**config.mk**
```make
export PLATFORM = sky130hd
export DESIGN_NAME = cal_rtc_top
export DESIGN_NICKNAME = d
export VERILOG_FILES = /design/src/rtl/cal_rtc_pkg.sv /design/src/rtl/cal_wrap_step.sv /design/src/rtl/cal_commit_slot.sv /design/src/rtl/cal_time_ctr.sv /design/src/rtl/cal_date_ctr.sv /design/src/rtl/cal_rtc_top.sv
export SDC_FILE = /design/constraint.sdc
export NUM_CORES = 1
export LEC_CHECK = 0
export BUFFER_PORTS_ARGS = -buffer_cell sky130_fd_sc_hd__buf_2
export CORE_ASPECT_RATIO = 1.2
export CORE_MARGIN = 5
export CORE_UTILIZATION = 38
export CTS_BUF_LIST = sky130_fd_sc_hd__clkbuf_16
export CTS_CLUSTER_SIZE = 14
export DETAILED_ROUTE_END_ITERATION = 10
export SLEW_MARGIN = 20
export SYNTH_ARGS = -nofsm -noshare
export SYNTH_HDL_FRONTEND = slang
export SYNTH_SLANG_ARGS = --single-unit
export TNS_END_PERCENT = 5
```
**constraint.sdc**
```tcl
create_clock -name clk -period 8 [get_ports clk]
set_input_delay 0.8 -clock clk [delete_from_list [all_inputs] [get_ports clk]]
set_output_delay 0.8 -clock clk [all_outputs]
set_load 0.01 [all_outputs]
```
**src/rtl/cal_rtc_pkg.sv**
```systemverilog
// Package: field widths, bit positions, packed calendar types and the
// helper functions shared by the calendar counter and its checker.
package cal_rtc_pkg;

    parameter int REG_W  = 32;
    parameter int SEC_W  = 6;
    parameter int MIN_W  = 6;
    parameter int HR_W   = 5;
    parameter int DAY_W  = 5;
    parameter int MON_W  = 4;
    parameter int YR_W   = 6;

    // Field positions inside the software-visible words
    localparam int SEC_LSB  = 0;
    localparam int MIN_LSB  = 8;
    localparam int HR_LSB   = 16;
    localparam int DAY_LSB  = 0;
    localparam int MON_LSB  = 8;
    localparam int YR_LSB   = 16;
    localparam int LEAP_BIT = 22;
    localparam int TBUSY_BIT = 8;
    localparam int DBUSY_BIT = 7;

    // Rollover limits
    localparam logic [SEC_W-1:0] SEC_LAST = SEC_W'(59);
    localparam logic [MIN_W-1:0] MIN_LAST = MIN_W'(59);
    localparam logic [HR_W-1:0]  HR_LAST  = HR_W'(23);
    localparam logic [MON_W-1:0] MON_LAST = MON_W'(12);

    typedef struct packed {
        logic [HR_W-1:0]  hr;
        logic [MIN_W-1:0] min;
        logic [SEC_W-1:0] sec;
    } cal_time_t;

    typedef struct packed {
        logic             leap;
        logic [YR_W-1:0]  yr;
        logic [MON_W-1:0] mon;
        logic [DAY_W-1:0] day;
    } cal_date_t;

    localparam int TIME_BITS = $bits(cal_time_t);
    localparam int DATE_BITS = $bits(cal_date_t);

    // Last day of a month given the leap flag
    function automatic logic [DAY_W-1:0] month_len(input logic [MON_W-1:0] m,
                                                   input logic leap);
        logic [DAY_W-1:0] n;
        case (m)
            MON_W'(2):                         n = leap ? DAY_W'(29) : DAY_W'(28);
            MON_W'(4), MON_W'(6),
            MON_W'(9), MON_W'(11):             n = DAY_W'(30);
            default:                           n = DAY_W'(31);
        endcase
        return n;
    endfunction

    // Leap rule for an offset from 1970 within 1970..2033: offset mod 4 == 2
    function automatic logic year_is_leap(input logic [YR_W-1:0] y);
        return (y[1:0] == 2'b10);
    endfunction

    function automatic logic [REG_W-1:0] pack_time(input cal_time_t t);
        logic [REG_W-1:0] r;
        r = '0;
        r[SEC_LSB +: SEC_W] = t.sec;
        r[MIN_LSB +: MIN_W] = t.min;
        r[HR_LSB  +: HR_W]  = t.hr;
        return r;
    endfunction

    function automatic logic [REG_W-1:0] pack_date(input cal_date_t d);
        logic [REG_W-1:0] r;
        r = '0;
        r[DAY_LSB +: DAY_W] = d.day;
        r[MON_LSB +: MON_W] = d.mon;
        r[YR_LSB  +: YR_W]  = d.yr;
        r[LEAP_BIT]         = d.leap;
        return r;
    endfunction

    function automatic cal_time_t unpack_time(input logic [REG_W-1:0] w);
        cal_time_t t;
        t.sec = w[SEC_LSB +: SEC_W];
        t.min = w[MIN_LSB +: MIN_W];
        t.hr  = w[HR_LSB  +: HR_W];
        return t;
    endfunction

    function automatic cal_date_t unpack_date(input logic [REG_W-1:0] w);
        cal_date_t d;
        d.day  = w[DAY_LSB +: DAY_W];
        d.mon  = w[MON_LSB +: MON_W];
        d.yr   = w[YR_LSB  +: YR_W];
        d.leap = w[LEAP_BIT];
        return d;
    endfunction

endpackage

```
**src/rtl/cal_wrap_step.sv**
```systemverilog
// One wrapping counter digit.
// Does:    when en is high, steps cur by one, or returns LOW once cur has
//          reached limit; wrap reports that a carry leaves this digit.
// Assumes: purely combinational; the owner holds the register.
module cal_wrap_step #(
    parameter int             W   = 6,
    parameter logic [W-1:0]   LOW = '0
) (
    input  logic [W-1:0] cur,
    input  logic [W-1:0] limit,
    input  logic         en,
    output logic [W-1:0] nxt,
    output logic         wrap
);

    logic at_limit;

    // Compare against the limit; >= so an out-of-range value also wraps
    assign at_limit = (cur >= limit);

    // Carry leaves this digit only when enabled and at the limit
    assign wrap = en & at_limit;

    // Next value of the digit
    always_comb begin
        if (!en)
            nxt = cur;
        else if (at_limit)
            nxt = LOW;
        else
            nxt = cur + W'(1);
    end

endmodule

```
**src/rtl/cal_commit_slot.sv**
```systemverilog
// Holding slot for one deferred software write.
// Does:    captures a write when not busy, raises busy, and drops busy on
//          the next tick, when the owner copies the held value.
// Assumes: tick is one clk cycle wide; a write in a busy cycle is dropped,
//          even if a tick in the same cycle clears busy.
module cal_commit_slot #(
    parameter int W = 16
) (
    input  logic         clk,
    input  logic         rst_n,
    input  logic         tick,
    input  logic         wr_hit,
    input  logic [W-1:0] wval,
    output logic         busy,
    output logic [W-1:0] held
);

    // Busy flag and held value; a write taken in a tick cycle stays pending
    always_ff @(posedge clk) begin
        if (!rst_n) begin
            busy <= 1'b0;
            held <= '0;
        end else begin
            if (tick)
                busy <= 1'b0;
            if (wr_hit && !busy) begin
                held <= wval;
                busy <= 1'b1;
            end
        end
    end

endmodule

```
**src/rtl/cal_time_ctr.sv**
```systemverilog
// Second/minute/hour counter.
// Does:    steps on adv with the 59/59/23 wraps, loads a full value on
//          load, and reports a carry into the day.
// Assumes: load and adv are never high together (the top decides).
module cal_time_ctr
    import cal_rtc_pkg::*;
(
    input  logic      clk,
    input  logic      rst_n,
    input  logic      adv,
    input  logic      load,
    input  cal_time_t load_val,
    output cal_time_t cur,
    output logic      day_carry
);

    cal_time_t nxt;
    logic      sec_wrap;
    logic      min_wrap;
    logic      hr_wrap;

    cal_wrap_step #(.W(SEC_W), .LOW('0)) u_sec (
        .cur(cur.sec), .limit(SEC_LAST), .en(adv),
        .nxt(nxt.sec), .wrap(sec_wrap)
    );

    cal_wrap_step #(.W(MIN_W), .LOW('0)) u_min (
        .cur(cur.min), .limit(MIN_LAST), .en(sec_wrap),
        .nxt(nxt.min), .wrap(min_wrap)
    );

    cal_wrap_step #(.W(HR_W), .LOW('0)) u_hr (
        .cur(cur.hr), .limit(HR_LAST), .en(min_wrap),
        .nxt(nxt.hr), .wrap(hr_wrap)
    );

    // Midnight carry to the date counter
    assign day_carry = hr_wrap;

    // Time register: reset to midnight, commit has priority over stepping
    always_ff @(posedge clk) begin
        if (!rst_n)
            cur <= '0;
        else if (load)
            cur <= load_val;
        else if (adv)
            cur <= nxt;
    end

endmodule

```
**src/rtl/cal_date_ctr.sv**
```systemverilog
// Day/month/year counter with the leap flag.
// Does:    steps the day on adv, using the month length that the month and
//          leap flag select; wraps the month into the year and recomputes
//          leap on each year carry.
// Assumes: the year is an offset from 1970 that wraps 63 -> 0.
module cal_date_ctr
    import cal_rtc_pkg::*;
(
    input  logic      clk,
    input  logic      rst_n,
    input  logic      adv,
    input  logic      load,
    input  cal_date_t load_val,
    output cal_date_t cur
);

    localparam cal_date_t DATE_RST = '{leap: 1'b0, yr: '0,
                                       mon: MON_W'(1), day: DAY_W'(1)};

    cal_date_t        nxt;
    logic [DAY_W-1:0] last_day;
    logic             day_wrap;
    logic             mon_wrap;
    logic [YR_W-1:0]  yr_inc;

    // Month length for the current month and leap flag
    assign last_day = month_len(cur.mon, cur.leap);

    cal_wrap_step #(.W(DAY_W), .LOW(DAY_W'(1))) u_day (
        .cur(cur.day), .limit(last_day), .en(adv),
        .nxt(nxt.day), .wrap(day_wrap)
    );

    cal_wrap_step #(.W(MON_W), .LOW(MON_W'(1))) u_mon (
        .cur(cur.mon), .limit(MON_LAST), .en(day_wrap),
        .nxt(nxt.mon), .wrap(mon_wrap)
    );

    // Year step and leap recomputation on a month carry
    always_comb begin
        yr_inc = cur.yr + YR_W'(1);
        if (mon_wrap) begin
            nxt.yr   = yr_inc;
            nxt.leap = year_is_leap(yr_inc);
        end else begin
            nxt.yr   = cur.yr;
            nxt.leap = cur.leap;
        end
    end

    // Date register: reset to 1 January of offset 0, commit before step
    always_ff @(posedge clk) begin
        if (!rst_n)
            cur <= DATE_RST;
        else if (load)
            cur <= load_val;
        else if (adv)
            cur <= nxt;
    end

endmodule

```
**src/rtl/cal_rtc_top.sv**
```systemverilog
// Calendar counter with deferred time/date writes.
// Does:    decodes the register port, parks time and date writes in
//          holding slots, and commits them on the next second tick in place
//          of advancing; otherwise advances the calendar on each tick.
// Assumes: sec_tick is a single-cycle pulse synchronous to clk; reads are
//          combinational from reg_addr.
module cal_rtc_top
    import cal_rtc_pkg::*;
#(
    parameter int                ADDR_W    = 8,
    parameter logic [ADDR_W-1:0] CTRL_OFS  = 'h00,
    parameter logic [ADDR_W-1:0] DATE_OFS  = 'h10,
    parameter logic [ADDR_W-1:0] TIME_OFS  = 'h14
) (
    input  logic              clk,
    input  logic              rst_n,
    input  logic              sec_tick,
    input  logic [ADDR_W-1:0] reg_addr,
    input  logic              reg_we,
    input  logic [REG_W-1:0]  reg_wdata,
    output logic [REG_W-1:0]  reg_rdata
);

    logic                 wr_time_hit;
    logic                 wr_date_hit;
    logic                 time_busy;
    logic                 date_busy;
    logic [TIME_BITS-1:0] time_held_raw;
    logic [DATE_BITS-1:0] date_held_raw;
    cal_time_t            time_held;
    cal_date_t            date_held;
    cal_time_t            time_cur;
    cal_date_t            date_cur;
    logic                 any_held;
    logic                 step_en;
    logic                 day_carry;
    logic [REG_W-1:0]     ctrl_word;

    // Address decode of the write strobe
    assign wr_time_hit = reg_we && (reg_addr == TIME_OFS);
    assign wr_date_hit = reg_we && (reg_addr == DATE_OFS);

    cal_commit_slot #(.W(TIME_BITS)) u_time_slot (
        .clk(clk), .rst_n(rst_n), .tick(sec_tick),
        .wr_hit(wr_time_hit), .wval(unpack_time(reg_wdata)),
        .busy(time_busy), .held(time_held_raw)
    );

    cal_commit_slot #(.W(DATE_BITS)) u_date_slot (
        .clk(clk), .rst_n(rst_n), .tick(sec_tick),
        .wr_hit(wr_date_hit), .wval(unpack_date(reg_wdata)),
        .busy(date_busy), .held(date_held_raw)
    );

    assign time_held = cal_time_t'(time_held_raw);
    assign date_held = cal_date_t'(date_held_raw);

    // A tick that commits anything does not also advance
    assign any_held = time_busy | date_busy;
    assign step_en  = sec_tick & ~any_held;

    cal_time_ctr u_time (
        .clk(clk), .rst_n(rst_n),
        .adv(step_en), .load(sec_tick & time_busy), .load_val(time_held),
        .cur(time_cur), .day_carry(day_carry)
    );

    cal_date_ctr u_date (
        .clk(clk), .rst_n(rst_n),
        .adv(day_carry), .load(sec_tick & date_busy), .load_val(date_held),
        .cur(date_cur)
    );

    // Control word: per-register busy flags, all other bits zero
    always_comb begin
        ctrl_word            = '0;
        ctrl_word[TBUSY_BIT] = time_busy;
        ctrl_word[DBUSY_BIT] = date_busy;
    end

    // Read multiplexer
    always_comb begin
        if (reg_addr == CTRL_OFS)
            reg_rdata = ctrl_word;
        else if (reg_addr == DATE_OFS)
            reg_rdata = pack_date(date_cur);
        else if (reg_addr == TIME_OFS)
            reg_rdata = pack_time(time_cur);
        else
            reg_rdata = '0;
    end

endmodule

```
==> results.txt <==
----------------------------------------------------
[Status]
  Run status ... finished, final reports clean

[Clock tree]
  Later-pin clock latency in the skew report ... 0.33 ns
  H-tree level count ... 3
  Cell at the root of the clock tree ... sky130_fd_sc_hd__clkbuf_16
  Clock tree sinks ... 68
  Buffers inserted during post-CTS setup optimization ... 0
  Clock-pin slew on the worst setup and hold paths ... 0.05 ns
  Bufs on Longest Clock Path ... 2
  CTS tree ... built
  Number of hold buffers added after cts ... 0
  Number of instances resized during post-cts repair ... 0
  Number of CTS-inserted buffers ... 9

[Timing]
  Final count of pins violating max slew ... 0
  Fin crit share ... 41.4%
  Final Setup Violations ... 0
  Final hold violations ... 0
  Highest achievable clock rate ... 302 MHz
  Fin crit period ... 3.31 ns
  Headroom to the max-slew limit ... 49.0%
  Unrepaired setup endpoints after global routing ... false
  Slew at the pin closest to its max-slew limit ... 0.758 ns
  Clock tree skew after final layout ... 0.00985 ns
  Setup TNS Final ... 0 ns

[Cells and area]
  Fraction of layout instances using a drive strength above 1 ... 18.0%
  Commonest non-fill, non-tap cell in the layout ... sky130_fd_sc_hd__dfxtp_1
  Fill cells ... 961
  Total inserted antenna cells ... 0
  Total Nets Final ... 534
  Filler-free cell count of the finished design ... 606
  Layout overhead on the synthesized area ... 15.9%
  Leading cell types in the layout, fill and taps excluded ... sky130_fd_sc_hd__dfxtp_1 (68), sky130_fd_sc_hd__buf_2 (50), sky130_fd_sc_hd__nor2_1 (44)

[Detailed routing]
  Number of vias in the routed layout ... 3,361
  Routed wire length ... 9890 µm
  1st-pass router iterations ... 5
  Detailed Route Iter0 Violations ... 414
  Vias per inst ... 5.55
  Mean routed wirelength per cell ... 16.3 µm
  Post-route ant nets ... 0
  Total DRC errors in the routed layout ... 0

[Global routing]
  Aggregate global routing overflow ... 0
  Initial antenna violation count ... 0
  Wire length of the first global-routing pass ... 16,300 µm
  Pin count of the biggest net entering global routing ... 50
  Vias in the first global route ... 3,195
  All-layer global routing usage ... 17.5%

[Placement]
  Buffers added on ports ... 50
  Global placement routability congestion ... 0.843
  Detailed Place HPWL ... 7100 µm
  Count of placed standard cells including taps ... 589

[Die]
  Die width ... 99.4 µm
  Number of top-level design ports ... 76
  Cell Rows ... 39
  Effective utilization at floorplan ... 38.5%
  Total die area ... 11,700 µm²
  Core area ... 9470 µm²
  Die H ... 117 µm

[Hold path]
  Min-Delay Path Depth ... 2
  Hold_sp ... u_time_slot.held[13]
  Worst hold path endpoint ... u_time.cur[13]
  Hold crit path type ... flip-flop to flip-flop

[Yosys]
  Seq cells post-synth ... 68
  Top area cells in the synthesized netlist ... sky130_fd_sc_hd__dfxtp_1 (37%), sky130_fd_sc_hd__o21ai_0 (5.9%), sky130_fd_sc_hd__mux2i_1 (5.2%), sky130_fd_sc_hd__nand3_1 (4.5%), sky130_fd_sc_hd__nor2_1 (4.5%)
  Number of synthesized flops with an enable pin ... 0
  Async set or reset register ratio after synthesis ... 0%
  Proportion of netlist area held by the largest area contributor ... 37.4%
  Share of cell area taken by muxes after synthesis ... 5.53%
  Synth Area in Simple Gates ... 24.3%
  Cell taking the most area after synthesis ... sky130_fd_sc_hd__dfxtp_1
  Distinct cells, synth ... 59
  Dominant combinational cell family by area after synthesis ... simple AND/OR/NAND/NOR gates
  Adder-cell share of the synthesized area ... 4.12%
  Synthesized instance count ... 440
  Sequential cell area fraction in the yosys report ... 37.4%
  Xor and xnor fraction of the mapped netlist area ... 0.481%
  Post-Synthesis Cell Area ... 3640 µm²
  Compound-Gate Fraction of Synth Area ... 21.6%
  Mean instance size in the synthesized netlist ... 8.28 µm²
  Number of synthesis warnings ... 0
  Most common flop cell mapped by yosys ... sky130_fd_sc_hd__dfxtp_1

[Worst setup path]
  Worst endpoint required time ... 7.20 ns
  Reg-to-Reg End ... u_date.cur[11]
  CP Launch Type ... primary input
  Buffer and inverter count on the worst path ... 2
  Largest stage delay on the critical path ... 0.61 ns
  Category of the critical setup timing path ... primary input to output port
  Maximum net fanout on the critical path ... 18
  Path depth of the worst reg2reg path ... 11
  CP Data Arrival Time ... 2.51 ns
  Chain of cells forming the critical path ... buf_2, or4_4, nor3_4, a22o_1, buf_2
  Cell family contributing the most delay on the critical path ... simple AND/OR/NAND/NOR gates
  Master of the slowest instance on the critical path ... sky130_fd_sc_hd__nor3_4
  Setup slack of the most critical reg-to-reg path ... 5.14 ns
  Worst path most repeated cell ... sky130_fd_sc_hd__buf_2
  R2r startpoint ... u_date.cur[5]
  Critical Path End Type ... output port

[Run]
  Count of max-cap constraint violations ... 0

[Pwr]
  Worst IR Drop VDD ... 0.135 mV
  Static leakage ... 1.78 nW
  PD cells ... 181 nW/µm²
  Total power ... 0.000762 W

----------------------------------------------------
[synthesized netlist by cell type (3+ instances only)]
| library cell | n |
|---|---|
| sky130_fd_sc_hd__dfxtp_1 | 68 |
| sky130_fd_sc_hd__mux2i_1 | 19 |
| sky130_fd_sc_hd__or3_1 | 3 |
| sky130_fd_sc_hd__o211ai_1 | 3 |
| sky130_fd_sc_hd__and2_1 | 8 |
| sky130_fd_sc_hd__o21ai_0 | 43 |
| sky130_fd_sc_hd__ha_1 | 12 |
| sky130_fd_sc_hd__and3_1 | 4 |
| sky130_fd_sc_hd__nor4b_1 | 3 |
| sky130_fd_sc_hd__nand2_1 | 38 |
| sky130_fd_sc_hd__a211oi_1 | 4 |
| sky130_fd_sc_hd__nand3_1 | 33 |
| sky130_fd_sc_hd__buf_2 | 4 |
| sky130_fd_sc_hd__a31oi_1 | 15 |
| sky130_fd_sc_hd__or2_2 | 3 |
| sky130_fd_sc_hd__a221oi_1 | 3 |
| sky130_fd_sc_hd__a32oi_1 | 4 |
| sky130_fd_sc_hd__nand4_1 | 4 |
| sky130_fd_sc_hd__nor2_1 | 44 |
| sky130_fd_sc_hd__nor3_1 | 11 |
| sky130_fd_sc_hd__inv_1 | 7 |
| sky130_fd_sc_hd__nand3b_1 | 4 |
| sky130_fd_sc_hd__a22o_1 | 13 |
| sky130_fd_sc_hd__clkbuf_1 | 19 |
| sky130_fd_sc_hd__a222oi_1 | 3 |
| sky130_fd_sc_hd__a21oi_1 | 13 |
| sky130_fd_sc_hd__buf_4 | 13 |
[report_power, final]
| part | total (W) | internal, W | switching, W | leakage, nW |
|---|---|---|---|---|
| combinational | 0.0000323 | 0.0000115 | 0.0000208 | 1.09 |
| clock | 0.000389 | 0.000240 | 0.000149 | 0.147 |
| sequential | 0.000341 | 0.000340 | 0.00000160 | 0.548 |
[how the worst max path moves through the flow]
stage | startpoint | endpoint | slack, ns | cells past startpoint
2_1_floorplan | reg_addr[1] | reg_rdata[10] | 4.92 | 4
3_3_place_gp | reg_addr[1] | reg_rdata[20] | 4.44 | 5
3_5_place_dp | reg_addr[1] | reg_rdata[20] | 4.39 | 5
4_1_cts | reg_addr[1] | reg_rdata[20] | 4.39 | 5
5_1_grt | reg_addr[1] | reg_rdata[18] | 4.61 | 5
6_report | reg_addr[1] | reg_rdata[18] | 4.69 | 5
[final cells by class]
cell class / instances / area [µm²] / share of cell area [%]
clock buffer: 9 / 225 / 5.33
clock inverter: 7 / 68.8 / 1.63
inverter: 8 / 30.0 / 0.711
multi-input combinational: 336 / 2090 / 49.5
sequential: 68 / 1360 / 32.2
tap: 123 / 154 / 3.65
timing repair buffer: 55 / 292 / 6.91
[state kept, by name, summed over array words and instances (netlist names)]
name,flops
u_time_slot.held,17
u_date_slot.held,16
u_date_slot.busy,1
u_time.cur,17
u_time_slot.busy,1
u_date.cur,16
[worst reg2reg max path, cell delays in order, from the launching register on]
cell and delay [ns]:
sky130_fd_sc_hd__dfxtp_1 0.43, sky130_fd_sc_hd__inv_1 0.11, sky130_fd_sc_hd__ha_1 0.22, sky130_fd_sc_hd__o21ai_0 0.14, sky130_fd_sc_hd__o21ai_0 0.10, sky130_fd_sc_hd__o21ai_0 0.26, sky130_fd_sc_hd__ha_1 0.29, sky130_fd_sc_hd__nand2b_1 0.15
sky130_fd_sc_hd__a211oi_2 0.44, sky130_fd_sc_hd__nor4_2 0.19, sky130_fd_sc_hd__a31o_2 0.28, sky130_fd_sc_hd__a31oi_1 0.16
[per-stage QoR]
step	setup slack, ns	instance area (µm²)	hold slack (ns)	utilization (%)
floorplan	4.92	3680	0.432	-
global placement	4.44	3910	0.442	41.3
detailed placement	4.39	3910	0.449	41.3
CTS	4.39	4200	0.456	44.4
global route	4.61	4220	0.500	44.6
finish	4.69	4220	0.454	44.6
[kinds of logic (layout without fill, tap and decap cells)]
logic type,after synthesis,after routing
fa+ha+maj,12,12
xor+xnor,2,2
flops,68,68
mux,20,20
compound gates,118,118
simple gates,172,172
buf+inv,47,79
other cells,1,12
[layer usage]
layer / global-route usage [%] / vias up / wire length, µm / part of all wire, %
met5: 0 / - / 0 / 0
met4: 5.56 / 0 / 153 / 1.5
met3: 4.09 / 12 / 770 / 7.8
met2: 27.9 / 125 / 4530 / 46
met1: 23.4 / 1544 / 4440 / 45
li1: - / 1680 / - / -
Note: power is estimated with default switching activity, not from simulation.
